--- src/rtl/tbw_pkg.sv ---
package tbw_pkg;

  // Beat counter width; holds up to 255 beats per transaction.
  localparam int BEAT_W = 8;

  // Strobes from the control FSM to the address/count datapath.
  typedef struct packed {
    logic              rearm;
    logic              advance;
    logic [BEAT_W-1:0] beats;
  } tbw_strobe_t;

  function automatic int unsigned burstBytes(input logic [1:0] code);
    case (code)
      2'b00:   return 64;
      2'b01:   return 128;
      2'b10:   return 256;
      default: return 384;
    endcase
  endfunction

  function automatic int unsigned threshBeats(input int unsigned beats,
                                              input logic [1:0] code);
    case (code)
      2'b01:   return beats / 4;
      2'b10:   return beats / 2;
      2'b11:   return (beats * 3) / 4;
      default: return beats;
    endcase
  endfunction

endpackage

--- src/rtl/tbw_ctrl.sv ---
module tbw_ctrl
  import tbw_pkg::*;
#(
  parameter int DATA_W = 64,
  parameter int FILL_W = 8
) (
  input  logic              clk,
  input  logic              rstN,
  input  logic              cfgBurstEn,
  input  logic [1:0]        cfgBurstSize,
  input  logic [1:0]        cfgThresh,
  input  logic              cfgWrap,
  input  logic              cfgEventEn,
  input  logic              cfgRearm,
  input  logic [FILL_W-1:0] fillLevel,
  input  logic              busReady,
  input  logic              atLimit,
  output tbw_strobe_t       strobe,
  output logic              busValid,
  output logic              busLast,
  output logic              overflow,
  output logic              eventOut,
  output logic              burstError
);

  localparam int WORD_BYTES = DATA_W / 8;

  typedef enum logic {ST_IDLE, ST_XFER} state_t;

  state_t            state;
  logic [BEAT_W-1:0] beatsLeft;
  logic [BEAT_W-1:0] beatsTotal;
  logic              stopped;
  logic [BEAT_W-1:0] reqBeats;
  logic [FILL_W-1:0] startLvl;
  logic              hasData;
  logic              finish;

  always_comb begin
    reqBeats = cfgBurstEn ? BEAT_W'(burstBytes(cfgBurstSize) / WORD_BYTES) : BEAT_W'(1);
    startLvl = cfgBurstEn ? FILL_W'(threshBeats(int'(reqBeats), cfgThresh)) : FILL_W'(1);
  end

  assign hasData        = fillLevel != '0;
  assign busValid       = (state == ST_XFER) && hasData;
  assign busLast        = beatsLeft == BEAT_W'(1);
  assign finish         = busValid && busReady && busLast;
  assign strobe.rearm   = cfgRearm;
  assign strobe.advance = finish && !cfgRearm;
  assign strobe.beats   = beatsTotal;

  always_ff @(posedge clk or negedge rstN) begin
    if (!rstN) begin
      state      <= ST_IDLE;
      beatsLeft  <= '0;
      beatsTotal <= '0;
      stopped    <= 1'b0;
      overflow   <= 1'b0;
      burstError <= 1'b0;
      eventOut   <= 1'b0;
    end else begin
      eventOut <= 1'b0;
      if (cfgRearm) begin
        state      <= ST_IDLE;
        stopped    <= 1'b0;
        overflow   <= 1'b0;
        burstError <= 1'b0;
      end else begin
        case (state)
          ST_IDLE: begin
            if (!stopped && fillLevel >= startLvl) begin
              state      <= ST_XFER;
              beatsLeft  <= reqBeats;
              beatsTotal <= reqBeats;
            end
          end
          ST_XFER: begin
            if (!hasData) begin
              burstError <= 1'b1;
              state      <= ST_IDLE;
            end else if (busReady) begin
              if (busLast) begin
                state <= ST_IDLE;
                if (atLimit) begin
                  overflow <= 1'b1;
                  eventOut <= cfgEventEn;
                  stopped  <= !cfgWrap;
                end
              end else begin
                beatsLeft <= beatsLeft - BEAT_W'(1);
              end
            end
          end
          default: state <= ST_IDLE;
        endcase
      end
    end
  end

endmodule

--- src/rtl/tbw_datapath.sv ---
module tbw_datapath
  import tbw_pkg::*;
#(
  parameter int ADDR_W = 32,
  parameter int CNT_W  = 16,
  parameter int DATA_W = 64
) (
  input  logic              clk,
  input  logic              rstN,
  input  tbw_strobe_t       strobe,
  input  logic [ADDR_W-1:0] cfgBase,
  input  logic [CNT_W-1:0]  cfgMaxCount,
  input  logic              cfgWrap,
  output logic [ADDR_W-1:0] busAddr,
  output logic              atLimit
);

  localparam int WORD_BYTES = DATA_W / 8;

  logic [CNT_W-1:0]  txnCount;
  logic [CNT_W:0]    nextCount;
  logic [ADDR_W-1:0] step;

  assign nextCount = {1'b0, txnCount} + (CNT_W+1)'(1);
  assign atLimit   = nextCount >= {1'b0, cfgMaxCount};
  assign step      = ADDR_W'(strobe.beats) * ADDR_W'(WORD_BYTES);

  always_ff @(posedge clk or negedge rstN) begin
    if (!rstN) begin
      busAddr  <= '0;
      txnCount <= '0;
    end else if (strobe.rearm) begin
      busAddr  <= cfgBase;
      txnCount <= '0;
    end else if (strobe.advance) begin
      if (atLimit && cfgWrap) begin
        busAddr  <= cfgBase;
        txnCount <= '0;
      end else begin
        busAddr  <= busAddr + step;
        txnCount <= nextCount[CNT_W-1:0];
      end
    end
  end

endmodule

--- src/rtl/trace_buf_writer.sv ---
module trace_buf_writer
  import tbw_pkg::*;
#(
  parameter int ADDR_W = 32,
  parameter int DATA_W = 64,
  parameter int CNT_W  = 16,
  parameter int FILL_W = 8
) (
  input  logic              clk,
  input  logic              rstN,
  input  logic [ADDR_W-1:0] cfgBase,
  input  logic [CNT_W-1:0]  cfgMaxCount,
  input  logic              cfgBurstEn,
  input  logic [1:0]        cfgBurstSize,
  input  logic [1:0]        cfgThresh,
  input  logic              cfgWrap,
  input  logic              cfgEventEn,
  input  logic              cfgRearm,
  input  logic [FILL_W-1:0] fillLevel,
  input  logic [DATA_W-1:0] qData,
  output logic              qPop,
  output logic              busValid,
  output logic [ADDR_W-1:0] busAddr,
  output logic [DATA_W-1:0] busData,
  output logic              busLast,
  input  logic              busReady,
  output logic              overflow,
  output logic              eventOut,
  output logic              burstError
);

  tbw_strobe_t strobe;
  logic        atLimit;

  tbw_ctrl #(.DATA_W(DATA_W), .FILL_W(FILL_W)) i_ctrl (
    .clk(clk), .rstN(rstN),
    .cfgBurstEn(cfgBurstEn), .cfgBurstSize(cfgBurstSize), .cfgThresh(cfgThresh),
    .cfgWrap(cfgWrap), .cfgEventEn(cfgEventEn), .cfgRearm(cfgRearm),
    .fillLevel(fillLevel), .busReady(busReady), .atLimit(atLimit),
    .strobe(strobe), .busValid(busValid), .busLast(busLast),
    .overflow(overflow), .eventOut(eventOut), .burstError(burstError)
  );

  tbw_datapath #(.ADDR_W(ADDR_W), .CNT_W(CNT_W), .DATA_W(DATA_W)) i_dp (
    .clk(clk), .rstN(rstN), .strobe(strobe),
    .cfgBase(cfgBase), .cfgMaxCount(cfgMaxCount), .cfgWrap(cfgWrap),
    .busAddr(busAddr), .atLimit(atLimit)
  );

  assign busData = qData;
  assign qPop    = busValid && busReady;

endmodule

--- config.mk ---
export PLATFORM = sky130hd
export DESIGN_NAME = trace_buf_writer
export DESIGN_NICKNAME = d
export VERILOG_FILES = /design/src/rtl/tbw_pkg.sv /design/src/rtl/tbw_ctrl.sv /design/src/rtl/tbw_datapath.sv /design/src/rtl/trace_buf_writer.sv
export SDC_FILE = /design/constraint.sdc
export NUM_CORES = 1
export LEC_CHECK = 0
export ABC_AREA = 1
export BUFFER_PORTS_ARGS = -buffer_cell sky130_fd_sc_hd__buf_2
export CORE_MARGIN = 5
export CORE_UTILIZATION = 50
export DETAILED_ROUTE_END_ITERATION = 10
export GPL_TIMING_DRIVEN = 1
export PLACE_DENSITY = 0.92
export SETUP_SLACK_MARGIN = 0.5
export SLEW_MARGIN = 20
export SYNTH_ARGS = -nofsm -noshare
export SYNTH_HDL_FRONTEND = slang
export SYNTH_HIERARCHICAL = 1
export SYNTH_SLANG_ARGS = --single-unit
--- constraint.sdc ---
create_clock -name clk -period 4 [get_ports clk]
set_input_delay 0.2 -clock clk [delete_from_list [all_inputs] [get_ports clk]]
set_output_delay 0.2 -clock clk [all_outputs]
set_load 0.02 [all_outputs]
Yosys cells after proc, flatten, opt, wreduce, memory -nomap -nowiden
Index checks and enable logic that the tools add are counted. W data, S select, Z words.

Output and inout bits: 102. Bits in writable memories: 0. Memories kept: 0. Latch bits: 0. Memory bits (read-only): 0. Flip-flop bits (word level): 69.

$mul: 1. Div/mod/pow operators: 0. Reduce and logical (&&, ||, !) cells: 21. $add $sub $neg: 3. Muxes and demuxes: 42. Bitwise logic cells: 2. Eq/ne operators: 11. $lt $le $gt $ge: 2. Shift-type cells: 0.

Operators by type and width (number): $mux W32 (3); $mux W16 (3); $mux W8 (5); $add A32 B11 Y32 (1); $pmux W9 S3 (1); $mux W1 (26); $pmux W8 S3 (1); $add A16 B1 Y17 const B (1); $ge A17 B16 Y1 (1); $pmux W8 S2 (1); $reduce_bool A2 Y1 (6); $mul A8 B2 Y10 const B (1); $reduce_and A5 Y1 (2); $eq A8 B1 Y1 const B (1); $ge A8 B8 Y1 (1); $ne A2 B2 Y1 const B (4); $reduce_bool A8 Y1 (1); $sub A8 B1 Y8 const B (1); $eq A2 B2 Y1 const B (3); $logic_and A1 B1 Y1 (6); $mux W6 (1); $eq A2 B1 Y1 const B (2); $logic_not A1 Y1 (3); $reduce_and A3 Y1 (1); other kinds (5) (6).

Depth between registers and ports, before layout
Depth in word-level cells: 11. Mapped depth: 21. Gate-level depth less buffers: 20.

Cells and area by module
The synthesis kept the hierarchy.

By module, submodules not included: tbw_datapath (cells each 629, area each 4121.5 µm², times used 1, seq. area each 1201.2 µm²); tbw_ctrl (cells each 208, area each 1423.9 µm², times used 1, seq. area each 425.4 µm²); trace_buf_writer (cells each 66, area each 488.0 µm², times used 1, seq. area each 0.0 µm²).

Worst setup path after synthesis
OpenSTA, ideal clock, no wires.

Path kind: register to register. Start point: register i_dp.txnCount[0]. End point: register i_dp.txnCount[10]. Data required time: 3.934 ns. Setup slack: 1.035 ns. Data arrival time: 2.900 ns. Stages on the path, launching flop included: 21. Cell sequence: dfrtp_1 -> ha_1 -> nand2_2 -> nor2_4 -> nand2_2 -> or3_1 -> nor2_1 -> xor2_1 -> inv_1 -> ha_1 -> nand3_1 -> o21bai_1 -> nand2_1 -> a21oi_1 -> nand3_2 -> nand2_4 -> nand2_4 -> buf_6 -> nor2_2 -> nand2_1 -> nand2_1.

Cells in the longest elaborated chain, start to end: 6.

Ends and longest elaborated chain: from (decl) (line tbw_datapath.sv:20) `logic [CNT_W-1:0] txnCount;`; from (signal assigned) (line tbw_datapath.sv:41) `txnCount <= nextCount[CNT_W-1:0];`; $add A16 B1 Y17 (line tbw_datapath.sv:24) `assign nextCount = {1'b0, txnCount} + (CNT_W+1)'(1);`; $ge A17 B16 Y1 (line tbw_datapath.sv:25) `assign atLimit = nextCount >= {1'b0, cfgMaxCount};`; via atLimit (line trace_buf_writer.sv:33) `logic atLimit;`; $logic_and A1 B1 Y1 (line tbw_datapath.sv:36) `if (atLimit && cfgWrap) begin`; $mux W16 (line tbw_datapath.sv:36); $mux W16 (line tbw_datapath.sv:35) `end else if (strobe.advance) begin`; $mux W16 (line tbw_datapath.sv:32) `end else if (strobe.rearm) begin`.

The timed path passes the listed nets, and every way through them passes these cells. The select of a mux whose other input is x is not followed. A chain may end at the register's enable or synchronous reset.

Worst setup path after layout
Start point: register i_dp.txnCount[0]. End point: register i_dp.busAddr[18].

Cells in the longest elaborated chain, start to end: 6.

Ends and longest elaborated chain: $add A16 B1 Y17 (line tbw_datapath.sv:24); $ge A17 B16 Y1 (line tbw_datapath.sv:25); via atLimit (line trace_buf_writer.sv:33); $logic_and A1 B1 Y1 (line tbw_datapath.sv:36); $mux W32 (line tbw_datapath.sv:36); $mux W32 (line tbw_datapath.sv:35); $mux W32 (line tbw_datapath.sv:32); to (signal assigned) (line tbw_datapath.sv:33) `busAddr <= cfgBase;`; to (signal assigned) (line tbw_datapath.sv:37) `busAddr <= cfgBase;`; to (signal assigned) (line tbw_datapath.sv:40) `busAddr <= busAddr + step;`; to (decl) (line tbw_datapath.sv:14) `output logic [ADDR_W-1:0] busAddr,`.

The timed path passes the listed nets, and every way through them passes these cells. The select of a mux whose other input is x is not followed.

==> flow_summary.json <==
{
  "grt_pass1_wl_um": 25600,
  "die_width_um": 120,
  "synth_seq_cells": 65,
  "die_h_um": 120,
  "gp_congestion": 0.920,
  "ys.flop_type": "dfrtp_1",
  "start_util_pct": 50.7,
  "synth_area_per_cell_um2": 6.68,
  "finalCritPeriodShare_pct": 83.8,
  "fin_setup_tns_ns": 0,
  "clk_pin_slew_ns": 0.05,
  "cp_cell_sequence": "ha_2 > nand2_2 > nor2_4 > nand2_2 > or3_1 > nor2_2 > xor2_1 > inv_1 > ha_1 > nand3_1 > o21bai_1 > nand2_1 > a21oi_2 > nand3_4 > nand2_8 > nand2_4 > nand3_1 > nand3_1",
  "slew_viol_final": 0,
  "area_growth_pct": 8.96,
  "pin_count": 233,
  "dr.pass1.iters": 5,
  "ys_top_cells_by_area": "dfrtp_1, nand2_1, buf_4",
  "io_buffers": 104,
  "maxCapViolCount": 0,
  "cts-root-buf": "clkbuf_16",
  "synth_edf_count": 0,
  "ys_warn_count": 6,
  "min_period_ns": 3.35,
  "critPathRequiredTime_ns": 4.21,
  "slew_headroom_pct": 12.4,
  "grt_max_degree": 46,
  "clockBufferDepth": 2,
  "clock.fmax_ghz": 0.298,
  "cp.arrival_ns": 3.56,
  "tightest_slew_ns": 1.31,
  "ys_types": 43,
  "max_stage_delay_ns": 0.41,
  "htree_levels": 3,
  "cp_max_fo": 20,
  "cellLeakagePower_nw": 3.73,
  "yosysMostFrequentCell": "nand2_1",
  "rsz0062_at_grt": "no",
  "hold_class": "in2async",
  "grt_pass1_vias": 5671,
  "drc": 0,
  "power_density_mw_per_mm2": 378,
  "hold_slack_ns": -0.00653,
  "drive_gt1_share_pct": 16.2,
  "yosysTopAreaCell": "dfrtp_1",
  "internal_power_mw": 1.58,
  "power_mw": 2.48,
  "yosysSeqAreaShare_pct": 27.0,
  "cts.sinks": 65,
  "finClkSkew_ns": 0.00454,
  "drt-vias-per-instance": 5.50,
  "power.switching_mw": 0.901,
  "setup_viol": 0,
  "critPathKind": "reg2reg",
  "netlist.area_leader.share_pct": 27.0,
  "end_kind": "flop",
  "syn_area_mm2": 0.00603,
  "synthCells": 903,
  "die_area_mm2": 0.0144,
  "violations": "negative hold slack",
  "finalNetCount": 1108,
  "coreArea_mm2": 0.0119,
  "cts_buffers": 9,
  "synth-async-reset-ratio_pct": 100,
  "cp_common_cell": "nand3_1",
  "cts_tree": "done",
  "start_kind": "flop",
  "initialDrtViolationCount": 570,
  "hold_violations": 12,
  "antenna_left": 0,
  "p_clk_share_pct": 33.9,
  "hold_buffers": 0,
  "irDropWorstVdd_v": 0.000223,
  "wl_per_cell_um": 15.0,
  "run_status": "finished with violations",
  "insertion_delay_ns": 0.33,
  "n_fill_cell": 1105,
  "groute.usage.overall_pct": 21.5,
  "dr_total_vias": 6003,
  "p_sw_share_pct": 36.3,
  "crit_slowest_cell": "dfrtp_1",
  "antenna_found_initial": 0,
  "combinationalPowerShare_pct": 31.7,
  "rows": 40,
  "dp_hpwl_um": 11400,
  "yosys-top-cells-count": "nand2_1, inv_1, nand3_1, buf_4, dfrtp_1",
  "wl_um": 16300,
  "p_seq_share_pct": 34.4,
  "grt_overflow_total": 0
}
## layout make-up
type / instances / area, um2 / area share, %
antenna: 1 / 2.50 / 0.0381
clock buffer: 12 / 246 / 3.75
clock inverter: 3 / 65.1 / 0.990
inverter: 129 / 484 / 7.37
multi-input combinational: 624 / 3370 / 51.3
sequential: 65 / 1630 / 24.7
tap: 147 / 184 / 2.80
timing repair buffer: 110 / 596 / 9.06
## worst max-delay path, delay by kind of cell (launching register included)
family | cells | cell delay (ns)
compound gates | 2 | 0.30
flops | 1 | 0.41
simple gates | 12 | 1.76
fa+ha+maj | 2 | 0.51
buf+inv | 1 | 0.07
xor+xnor | 1 | 0.16
## through the flow
| step | setup WS (ns) | instance area, um2 | instances | util, % |
|---|---|---|---|---|
| 6_report | 0.648 | 6570 | 1091 | 55.2 |
| 5_1_grt | 0.438 | 6570 | 1090 | 55.2 |
| 4_1_cts | 0.514 | 6450 | 1085 | 54.2 |
| 3_5_place_dp | 0.453 | 6140 | 1070 | 51.5 |
| 3_3_place_gp | 0.598 | 6140 | 1070 | 51.5 |
| 2_1_floorplan | 1.03 | 6040 | 906 | - |
## flip-flops by register name, summed over array words and instances, names as in the netlist
register	count
i_dp/busAddr	32
i_ctrl/eventOut	1
i_ctrl/overflow	1
i_ctrl/stopped	1
i_ctrl/burstError	1
i_dp/txnCount	16
i_ctrl/beatsLeft	8
i_ctrl/beatsTotal	4
i_ctrl/state	1
## metal layers
metal	share of wire [%]	up-vias	track usage [%]
li1	-	2877	-
met4	2.7	0	7.59
met1	39	2752	26.5
met3	11	48	5.94
met5	0	-	0
met2	47	326	36.2
## what timing repair did
| action | in CTS | in global routing |
|---|---|---|
| setup buffers | 0 | 1 |
| resized for setup | 1 | 11 |
| gates cloned | 0 | 4 |
| endpoints found under the setup margin | 9 | 48 |
| hold endpoints to repair | 0 | 0 |
| pin swaps | 0 | 3 |
## power groups by stage
stage	combinational [mW]	clock, mW	sequential, mW
global route	0.898	0.872	0.867
finish	0.788	0.841	0.855
detailed placement	0.769	0	0.859
CTS	0.776	0.841	0.851
global placement	0.743	0	0.857
floorplan	0.602	0	0.889
## cells in the final DEF, fill, tap and decap left out, types with 7 or more instances in the layout
cell         n
inv_1      127
nor2_1      52
o22ai_1      7
nand3_1     96
ha_1        35
xor2_1      22
clkbuf_16   10
nor3_1      11
dfrtp_1     65
nand3b_1     8
buf_2      104
a21oi_1     15
nand4_1     33
nand2_1    277
xnor2_1      8
o21ai_0     15
## worst paths after layout
path	start	to	slack (ns)	cells after the start
worst max-delay path	i_dp/txnCount[0]	i_dp/busAddr[18]	0.65	18
worst min-delay path	rstN	i_dp/txnCount[2]	-0.007	1
worst max register to register	i_dp/txnCount[0]	i_dp/busAddr[18]	0.65	18
worst min register to register	i_dp/busAddr[2]	i_dp/busAddr[2]	0.46	2
max in group asynchronous	rstN	i_ctrl/beatsLeft[7]	3.10	2
min in group clk	cfgBase[14]	i_dp/busAddr[14]	0.10	3
## cells by family after synthesis
| family | count (synthesis) | share of synthesized area (%) |
|---|---|---|
| simple gates | 504 | 37.6 |
| buf+inv | 220 | 18.7 |
| flops | 65 | 27.0 |
| compound gates | 45 | 4.15 |
| fa+ha+maj | 38 | 8.13 |
| xor+xnor | 30 | 4.36 |
| other cells | 1 | 0.0622 |
Note: power is estimated with default switching activity, not from simulation.
